[config.mk]
export PLATFORM = sky130hd
export DESIGN_NAME = efuse_seq
export DESIGN_NICKNAME = d
export VERILOG_FILES = /design/src/rtl/efuse_seq_pkg.sv /design/src/rtl/efuse_seq_blank.sv /design/src/rtl/efuse_seq_flag.sv /design/src/rtl/efuse_seq.sv
export SDC_FILE = /design/constraint.sdc
export NUM_CORES = 1
export LEC_CHECK = 0
export BUFFER_PORTS_ARGS = -buffer_cell sky130_fd_sc_hd__buf_4
export CELL_PAD_IN_SITES_DETAIL_PLACEMENT = 1
export CELL_PAD_IN_SITES_GLOBAL_PLACEMENT = 2
export CORE_UTILIZATION = 38
export DETAILED_ROUTE_END_ITERATION = 16
export PLACE_DENSITY_LB_ADDON = 0.25
export REMOVE_ABC_BUFFERS = 1
export SYNTH_ARGS = -nofsm -noshare
export SYNTH_HDL_FRONTEND = slang
export SYNTH_HIERARCHICAL = 1
export SYNTH_SLANG_ARGS = --single-unit
[constraint.sdc]
create_clock -name clk -period 4.4 [get_ports clk]
set_clock_uncertainty 0.1 [all_clocks]
set_input_delay 0.88 -clock clk [delete_from_list [all_inputs] [get_ports clk]]
set_output_delay 0.88 -clock clk [all_outputs]
set_load 0.005 [all_outputs]
[src/rtl/efuse_seq_pkg.sv]
package efuse_seq_pkg;

    typedef enum logic [3:0] {
        ST_IDLE,
        ST_DEB,
        ST_START,
        ST_RUN,
        ST_SEVW,
        ST_COOL,
        ST_WAIT,
        ST_SHORT,
        ST_LATCH
    } st_e;

    typedef enum logic [1:0] {
        MD_LATCH = 2'd0,
        MD_RETRY = 2'd1,
        MD_CONT  = 2'd2
    } mode_e;

    function automatic mode_e decode_strap(input logic [1:0] s);
        case (s)
            2'b00:   return MD_LATCH;
            2'b01:   return MD_RETRY;
            default: return MD_CONT;
        endcase
    endfunction

endpackage

[src/rtl/efuse_seq_blank.sv]
module efuse_seq_blank #(
    parameter int LIM = 24000
) (
    input  logic clk,
    input  logic rst_n,
    input  logic tick,
    input  logic active,
    output logic expire
);
    localparam int BW = $clog2(LIM + 1);

    logic [BW-1:0] cnt_d, cnt_q;

    // Expiry fires on the LIM-th active tick in a row.
    assign expire = active && tick && (cnt_q >= BW'(LIM - 1));

    always_comb begin
        cnt_d = cnt_q;
        if (!active) begin
            cnt_d = '0;
        end else if (tick && cnt_q < BW'(LIM)) begin
            cnt_d = cnt_q + BW'(1);
        end
    end

    always_ff @(posedge clk or negedge rst_n) begin
        if (!rst_n) cnt_q <= '0;
        else        cnt_q <= cnt_d;
    end

    a_r6_no_count_idle: assert property (@(posedge clk) disable iff (!rst_n)
        !active |=> (cnt_q == '0));

endmodule

[src/rtl/efuse_seq_flag.sv]
module efuse_seq_flag (
    input  logic clk,
    input  logic rst_n,
    input  logic drop_hi,
    input  logic rev_fault,
    input  logic therm_hot,
    input  logic therm_sd,
    input  logic vin_uv_ok,
    input  logic vin_ov,
    input  logic iset_short,
    output logic fault_n
);
    logic flag_d, flag_q;

    always_comb begin
        flag_d = drop_hi | rev_fault | therm_hot | therm_sd |
                 !vin_uv_ok | vin_ov | iset_short;
    end

    always_ff @(posedge clk or negedge rst_n) begin
        if (!rst_n) flag_q <= 1'b1;
        else        flag_q <= flag_d;
    end

    assign fault_n = !flag_q;

    a_r11_rev_flags: assert property (@(posedge clk) disable iff (!rst_n)
        rev_fault |=> !fault_n);
    a_r11_uv_flags: assert property (@(posedge clk) disable iff (!rst_n)
        !vin_uv_ok |=> !fault_n);

endmodule

[src/rtl/efuse_seq.sv]
module efuse_seq
    import efuse_seq_pkg::*;
#(
    parameter int          DEB_TICKS   = 1500,
    parameter int          STI_TICKS   = 24000,
    parameter int          STO_TICKS   = 1200000,
    parameter int          BLANK_TICKS = 24000,
    parameter int          SEV_TICKS   = 420,
    parameter logic [1:0]  MULT_SEL    = 2'd2
) (
    input  logic       clk,
    input  logic       rst_n,
    input  logic       tick,
    input  logic       en,
    input  logic       vin_uv_ok,
    input  logic       vin_ov,
    input  logic       vout_ok,
    input  logic       oc,
    input  logic       oc_severe,
    input  logic       drop_hi,
    input  logic       therm_hot,
    input  logic       therm_cool,
    input  logic       iset_short,
    input  logic       rev_fault,
    input  logic [1:0] mode_strap,
    output logic       sw_on,
    output logic [1:0] ilim_sel,
    output logic       fault_n,
    output logic       latched
);
    localparam int RETRY_TICKS = 30 * BLANK_TICKS;
    localparam int MAX_A = (STO_TICKS > RETRY_TICKS) ? STO_TICKS : RETRY_TICKS;
    localparam int MAX_B = (DEB_TICKS > SEV_TICKS) ? DEB_TICKS : SEV_TICKS;
    localparam int MAX_T = (MAX_A > MAX_B) ? MAX_A : MAX_B;
    localparam int CW    = $clog2(MAX_T + 1);

    typedef struct packed {
        st_e           st;
        mode_e         mode;
        logic [CW-1:0] cnt;
        logic [CW-1:0] tgt;
    } seq_t;

    seq_t q, d;
    logic pg, drop_out, blank_act, blank_exp;

    assign pg       = vin_uv_ok && !vin_ov;
    assign drop_out = !en || !pg;

    // Blanking runs only in timed modes, while overloaded or in a severe-off gap.
    assign blank_act = (q.mode != MD_CONT) &&
                       ((q.st == ST_RUN && (oc || oc_severe)) || q.st == ST_SEVW);

    efuse_seq_blank #(.LIM(BLANK_TICKS)) u_blank (
        .clk    (clk),
        .rst_n  (rst_n),
        .tick   (tick),
        .active (blank_act),
        .expire (blank_exp)
    );

    always_comb begin
        d = q;
        case (q.st)
            ST_IDLE: begin
                d.cnt = '0;
                if (en && pg && !iset_short) begin
                    if (vout_ok) begin
                        d.st   = ST_START;
                        d.mode = MD_CONT;
                    end else begin
                        d.st = ST_DEB;
                    end
                end
            end
            ST_DEB: begin
                if (drop_out) begin
                    d.st = ST_IDLE;
                end else if (iset_short) begin
                    d.st = ST_SHORT;
                end else if (tick) begin
                    if (q.cnt == CW'(DEB_TICKS - 1)) begin
                        d.st   = ST_START;
                        d.cnt  = '0;
                        d.mode = MD_CONT;
                    end else begin
                        d.cnt = q.cnt + CW'(1);
                    end
                end
            end
            ST_START: begin
                if (drop_out) begin
                    d.st = ST_IDLE;
                end else if (iset_short) begin
                    d.st = ST_SHORT;
                end else if (oc_severe) begin
                    d.st  = ST_WAIT;
                    d.cnt = '0;
                    d.tgt = CW'(SEV_TICKS);
                end else if (therm_hot) begin
                    d.st = ST_COOL;
                end else if (tick) begin
                    if (q.cnt == CW'(STO_TICKS - 1)) begin
                        d.cnt = '0;
                        if (drop_hi) begin
                            d.st = ST_LATCH;
                        end else begin
                            d.st   = ST_RUN;
                            d.mode = decode_strap(mode_strap);
                        end
                    end else begin
                        d.cnt = q.cnt + CW'(1);
                    end
                end
            end
            ST_RUN, ST_SEVW: begin
                if (drop_out) begin
                    d.st = ST_IDLE;
                end else if (blank_exp) begin
                    d.cnt = '0;
                    d.tgt = CW'(RETRY_TICKS);
                    d.st  = (q.mode == MD_LATCH) ? ST_LATCH : ST_WAIT;
                end else if (q.st == ST_RUN) begin
                    d.cnt = '0;
                    if (oc_severe) begin
                        d.st = ST_SEVW;
                    end else if (therm_hot) begin
                        d.st = (q.mode == MD_LATCH) ? ST_LATCH : ST_COOL;
                    end
                end else if (tick) begin
                    if (q.cnt == CW'(SEV_TICKS - 1)) begin
                        d.st  = ST_RUN;
                        d.cnt = '0;
                    end else begin
                        d.cnt = q.cnt + CW'(1);
                    end
                end
            end
            ST_COOL: begin
                if (drop_out) begin
                    d.st = ST_IDLE;
                end else if (therm_cool) begin
                    d.st  = ST_WAIT;
                    d.cnt = '0;
                    d.tgt = (q.mode == MD_RETRY) ? CW'(RETRY_TICKS) : CW'(DEB_TICKS);
                end
            end
            ST_WAIT: begin
                if (drop_out) begin
                    d.st = ST_IDLE;
                end else if (tick) begin
                    if (q.cnt == q.tgt - CW'(1)) begin
                        d.st   = ST_START;
                        d.cnt  = '0;
                        d.mode = MD_CONT;
                    end else begin
                        d.cnt = q.cnt + CW'(1);
                    end
                end
            end
            ST_SHORT: begin
                if (drop_out || !iset_short) d.st = ST_IDLE;
            end
            ST_LATCH: begin
                if (!en || !vin_uv_ok) d.st = ST_IDLE;
            end
            default: d.st = ST_IDLE;
        endcase
    end

    always_ff @(posedge clk or negedge rst_n) begin
        if (!rst_n) begin
            q.st   <= ST_IDLE;
            q.mode <= MD_CONT;
            q.cnt  <= '0;
            q.tgt  <= '0;
        end else begin
            q <= d;
        end
    end

    assign sw_on    = (q.st == ST_START) || (q.st == ST_RUN);
    assign latched  = (q.st == ST_LATCH);
    assign ilim_sel = (q.st == ST_START && q.cnt < CW'(STI_TICKS)) ? MULT_SEL : 2'd0;

    efuse_seq_flag u_flag (
        .clk        (clk),
        .rst_n      (rst_n),
        .drop_hi    (drop_hi),
        .rev_fault  (rev_fault),
        .therm_hot  (therm_hot),
        .therm_sd   (d.st == ST_COOL),
        .vin_uv_ok  (vin_uv_ok),
        .vin_ov     (vin_ov),
        .iset_short (iset_short),
        .fault_n    (fault_n)
    );

    a_r1_uv_drops_switch: assert property (@(posedge clk) disable iff (!rst_n)
        !vin_uv_ok |=> !sw_on);
    a_r9_severe_cuts: assert property (@(posedge clk) disable iff (!rst_n)
        (sw_on && oc_severe) |=> !sw_on);
    a_r4_latch_holds: assert property (@(posedge clk) disable iff (!rst_n)
        (latched && en && vin_uv_ok) |=> latched);
    a_r8_cont_keeps_on: assert property (@(posedge clk) disable iff (!rst_n)
        (q.st == ST_RUN && q.mode == MD_CONT && en && pg && !oc_severe && !therm_hot)
        |=> sw_on);
    a_r3_boost_while_on: assert property (@(posedge clk) disable iff (!rst_n)
        (ilim_sel != 2'd0) |-> sw_on);

endmodule

==> out/summary.json <==
{
  "place": {
    "dp.cells": 611,
    "place_hpwl_um": 8774,
    "port-buffer-count": 19,
    "routability_congestion_estimate_from_global_placement": 0.8982
  },
  "worst_setup_path": {
    "worst_setup_endpoint": "u_flag/flag_q",
    "required_worst_endpoint_ns": 4.57,
    "critPathArrivalTime_ns": 3.83,
    "setup.worst_path.start_class": "flop",
    "worst-path-max-fanout": 15,
    "worst_setup_path_startpoint": "q[45]",
    "worst_r2r_path_depth": 14,
    "regToRegSetupSlack_ns": 0.74,
    "critPathCaptureType": "flop",
    "r2r-start": "q[45]",
    "timing_worst_setup_path_type": "reg2reg",
    "critical_path.reg2reg.endpoint": "u_flag/flag_q"
  },
  "logic_synthesis": {
    "syn_inst": 483,
    "yosys_register_bits": 49,
    "postSynth.asyncResetShare_pct": 100.0,
    "synth-warning-count": 6,
    "synth_cell_types": 84,
    "synth_compound_area_share_pct": 23.51,
    "synthDominantCellAreaShare_pct": 29.86,
    "synthAdderAreaFrac_pct": 1.271,
    "synthXorXnorAreaFrac_pct": 2.001,
    "edff_count_synth": 0,
    "netlist.top_cell.by_area": "sky130_fd_sc_hd__dfrtp_1",
    "synth_area_per_cell_um2": 8.155,
    "leading_cell_types_by_total_area_after_synthesis": "sky130_fd_sc_hd__dfrtp_1 (30%), sky130_fd_sc_hd__nor2_1 (4.5%), sky130_fd_sc_hd__a21oi_1 (4.2%), sky130_fd_sc_hd__nand2_1 (3.7%), sky130_fd_sc_hd__nand3_1 (2.8%)",
    "post_synth_and_or_nand_nor_area_fraction_pct": 33.35,
    "dominant_combinational_cell_family_by_area_after_synthesis": "simple AND/OR/NAND/NOR gates",
    "synth-seq-area-share_pct": 31.19,
    "post_synth_instance_area_um2": 3939,
    "dominantRegCellSynth": "sky130_fd_sc_hd__dfrtp_1",
    "synth_mux_area_share_pct": 1.842
  },
  "floorplan": {
    "ios": 21,
    "initial_core_util_pct": 39.75,
    "num_rows": 36,
    "core_um2": 9910,
    "die_w_um": 103.8,
    "die_h_um": 103.8,
    "dieArea_um2": 10780
  },
  "clock_network": {
    "post_cts.repair.setup_buffers": 0,
    "cts.path.max_buffers": 2,
    "cts_repair_resize_count": 0,
    "cts_tree": "built",
    "cts_hold_buf": 0,
    "root_buffer": "sky130_fd_sc_hd__clkbuf_8",
    "clk_transition_reported_paths_ns": 0.10,
    "cts_htree_levels": 2,
    "insertion_delay_ns": 0.33,
    "numCtsBuffers": 5,
    "clock_sinks": 49
  },
  "grt": {
    "grt_max_degree": 50,
    "congestion_overflow_gr": 0,
    "grt_antenna_before_repair": 0,
    "grt_first_pass_wirelength_um": 19450,
    "grt_pass1_vias": 3716,
    "globalRouteTotalUtil_pct": 22.54
  },
  "detailed_routing": {
    "highest_layer": "met4",
    "drt-met1-wl_um": 5865,
    "antenna_violating_nets_post_route": 0,
    "total_iterations_of_the_first_detailed_routing_run": 4,
    "drt_drc_violations_left": 0,
    "post_drt_via_cell_ratio": 6.021,
    "routed_wirelength_um": 11840,
    "wl_per_cell_um": 19.13,
    "vias": 3727,
    "detail_route.iter0.violations": 179,
    "met3RoutedLength_um": 439,
    "detailroute.wirelength.met2_um": 5357
  },
  "timing": {
    "worst_hold_margin_ns": 0.4138,
    "slew-limit-headroom_pct": 38.01,
    "tns_ns": 0,
    "layout_min_cycle_time_ns": 3.661,
    "timing.final.max_slew_violations": 0,
    "rsz0062_at_grt": "no",
    "final.period_utilization_pct": 83.20,
    "setup_viol": 0,
    "final-hold-violation-count": 0,
    "f_max_mhz": 273.2,
    "timing_worst_slew_pin_value_ns": 0.9229
  },
  "run_status": {
    "run_status": "complete, no violations"
  },
  "layout": {
    "p_r_area_growth_vs_syn_pct": 7.687,
    "antennaDiodeCount": 0,
    "fin_nets": 505,
    "finalNonFillerCells": 619,
    "most-common-layout-cells": "sky130_fd_sc_hd__nor2_1 (47), sky130_fd_sc_hd__dfrtp_1 (47), sky130_fd_sc_hd__nand2_1 (39)",
    "fillers": 1224,
    "drive_gt1_share_pct": 13.37
  },
  "pwr": {
    "power.total_uw": 933.2,
    "cellPowerDensity_nw_per_um2": 220.0,
    "power.share.clock_pct": 38.8,
    "switching_power_uw": 251.1,
    "power.switching_fraction_pct": 26.91,
    "p_seq_share_pct": 50.3,
    "irDropWorstVdd_uv": 161.8,
    "cellInternalPower_uw": 682.1,
    "combPwrFrac_pct": 10.9,
    "p_leak_uw": 0.001722
  },
  "worst_hold_path": {
    "hold_path_class": "reg2reg",
    "holdCritStartpoint": "q[22]"
  },
  "run": {
    "drv_cap": 0
  }
}
[power groups by stage]
stage / registers [uW] / logic (uW) / clock network (uW)
finish: 469 / 102 / 362
global placement: 478 / 98.7 / 0
CTS: 469 / 102 / 377
global route: 471 / 112 / 384
floorplan: 474 / 56.4 / 0
detailed placement: 478 / 102 / 0
[per-layer routing]
metal | vias to the layer above | global-route usage [%]
met1 | 1856 | 31.40
li1 | 1798 | -
met3 | 11 | 3.147
met5 | - | 0
met4 | 0 | 6.837
met2 | 62 | 36.10
[area by class of cell]
| type | instances | area [um^2] | area share (%) |
|---|---|---|---|
| multi-input combinational | 378 | 2445 | 57.64 |
| sequential | 49 | 1229 | 28.97 |
| timing repair buffer | 24 | 180.2 | 4.248 |
| tap | 133 | 166.4 | 3.923 |
| inverter | 27 | 101.3 | 2.389 |
| clock buffer | 6 | 82.58 | 1.947 |
| clock inverter | 2 | 37.54 | 0.8850 |
[kinds of logic after synthesis]
| logic type | count (synthesis) |
|---|---|
| and+or+nand+nor | 227 |
| AOI/OAI and AO/OA | 130 |
| buffers and inverters | 56 |
| DFF | 49 |
| xor gates and xnor gates | 9 |
| muxes | 7 |
| adders and majority gates | 4 |
| other | 1 |
[metrics by stage]
stage	setup WS, ns	util (%)	cell area (um^2)
after floorplan	0.5404	-	3775
after global placement	0.8880	41.59	4121
after detailed placement	0.7672	41.59	4121
after CTS	0.7633	42.80	4242
after global routing	0.5099	42.80	4242
final	0.7394	42.80	4242
[synthesized netlist by cell type, drive strengths merged (5+ instances only)]
| cell | n |
|---|---|
| a21o | 10 |
| nor2b | 9 |
| o21ai | 20 |
| and3 | 8 |
| buf | 9 |
| nor4 | 15 |
| dfrtp | 47 |
| nand3 | 22 |
| mux2i | 5 |
| inv | 26 |
| nand2b | 8 |
| a21oi | 33 |
| nor2 | 47 |
| o21a | 6 |
| nor3 | 18 |
| a22o | 10 |
| clkbuf | 20 |
| nand4 | 13 |
| or4 | 7 |
| nand2 | 41 |
| xor2 | 6 |
| or3 | 5 |
| or4b | 6 |
| o31ai | 10 |
| o21bai | 5 |
[registers in the layout, summed over array words and instances, names as in the netlist]
name / cells
q: 33
u_blank/cnt_q: 15
u_flag/flag_q: 1
[worst min path at each step]
stage / to / depth (start not counted)
5_1_grt: q[22] / 2
3_5_place_dp: q[22] / 2
6_report: q[22] / 2
3_3_place_gp: q[22] / 2
2_1_floorplan: q[22] / 2
4_1_cts: q[22] / 2
[critical path, stage by stage (launching register included)]
cell                       delay [ns]
sky130_fd_sc_hd__dfrtp_1         0.57
sky130_fd_sc_hd__nand2b_1        0.32
sky130_fd_sc_hd__nand2b_1        0.24
sky130_fd_sc_hd__a221oi_1        0.25
sky130_fd_sc_hd__buf_4           0.22
sky130_fd_sc_hd__nand2_1         0.06
sky130_fd_sc_hd__a21oi_1         0.43
sky130_fd_sc_hd__nor2_1          0.10
sky130_fd_sc_hd__o21a_1          0.12
sky130_fd_sc_hd__o21ai_0         0.19
sky130_fd_sc_hd__o311ai_0        0.19
sky130_fd_sc_hd__a221o_1         0.35
sky130_fd_sc_hd__nor4bb_1        0.30
sky130_fd_sc_hd__nor2_1          0.07
sky130_fd_sc_hd__nand3_1         0.09
No activity file was read; power rests on OpenSTA's default activity.
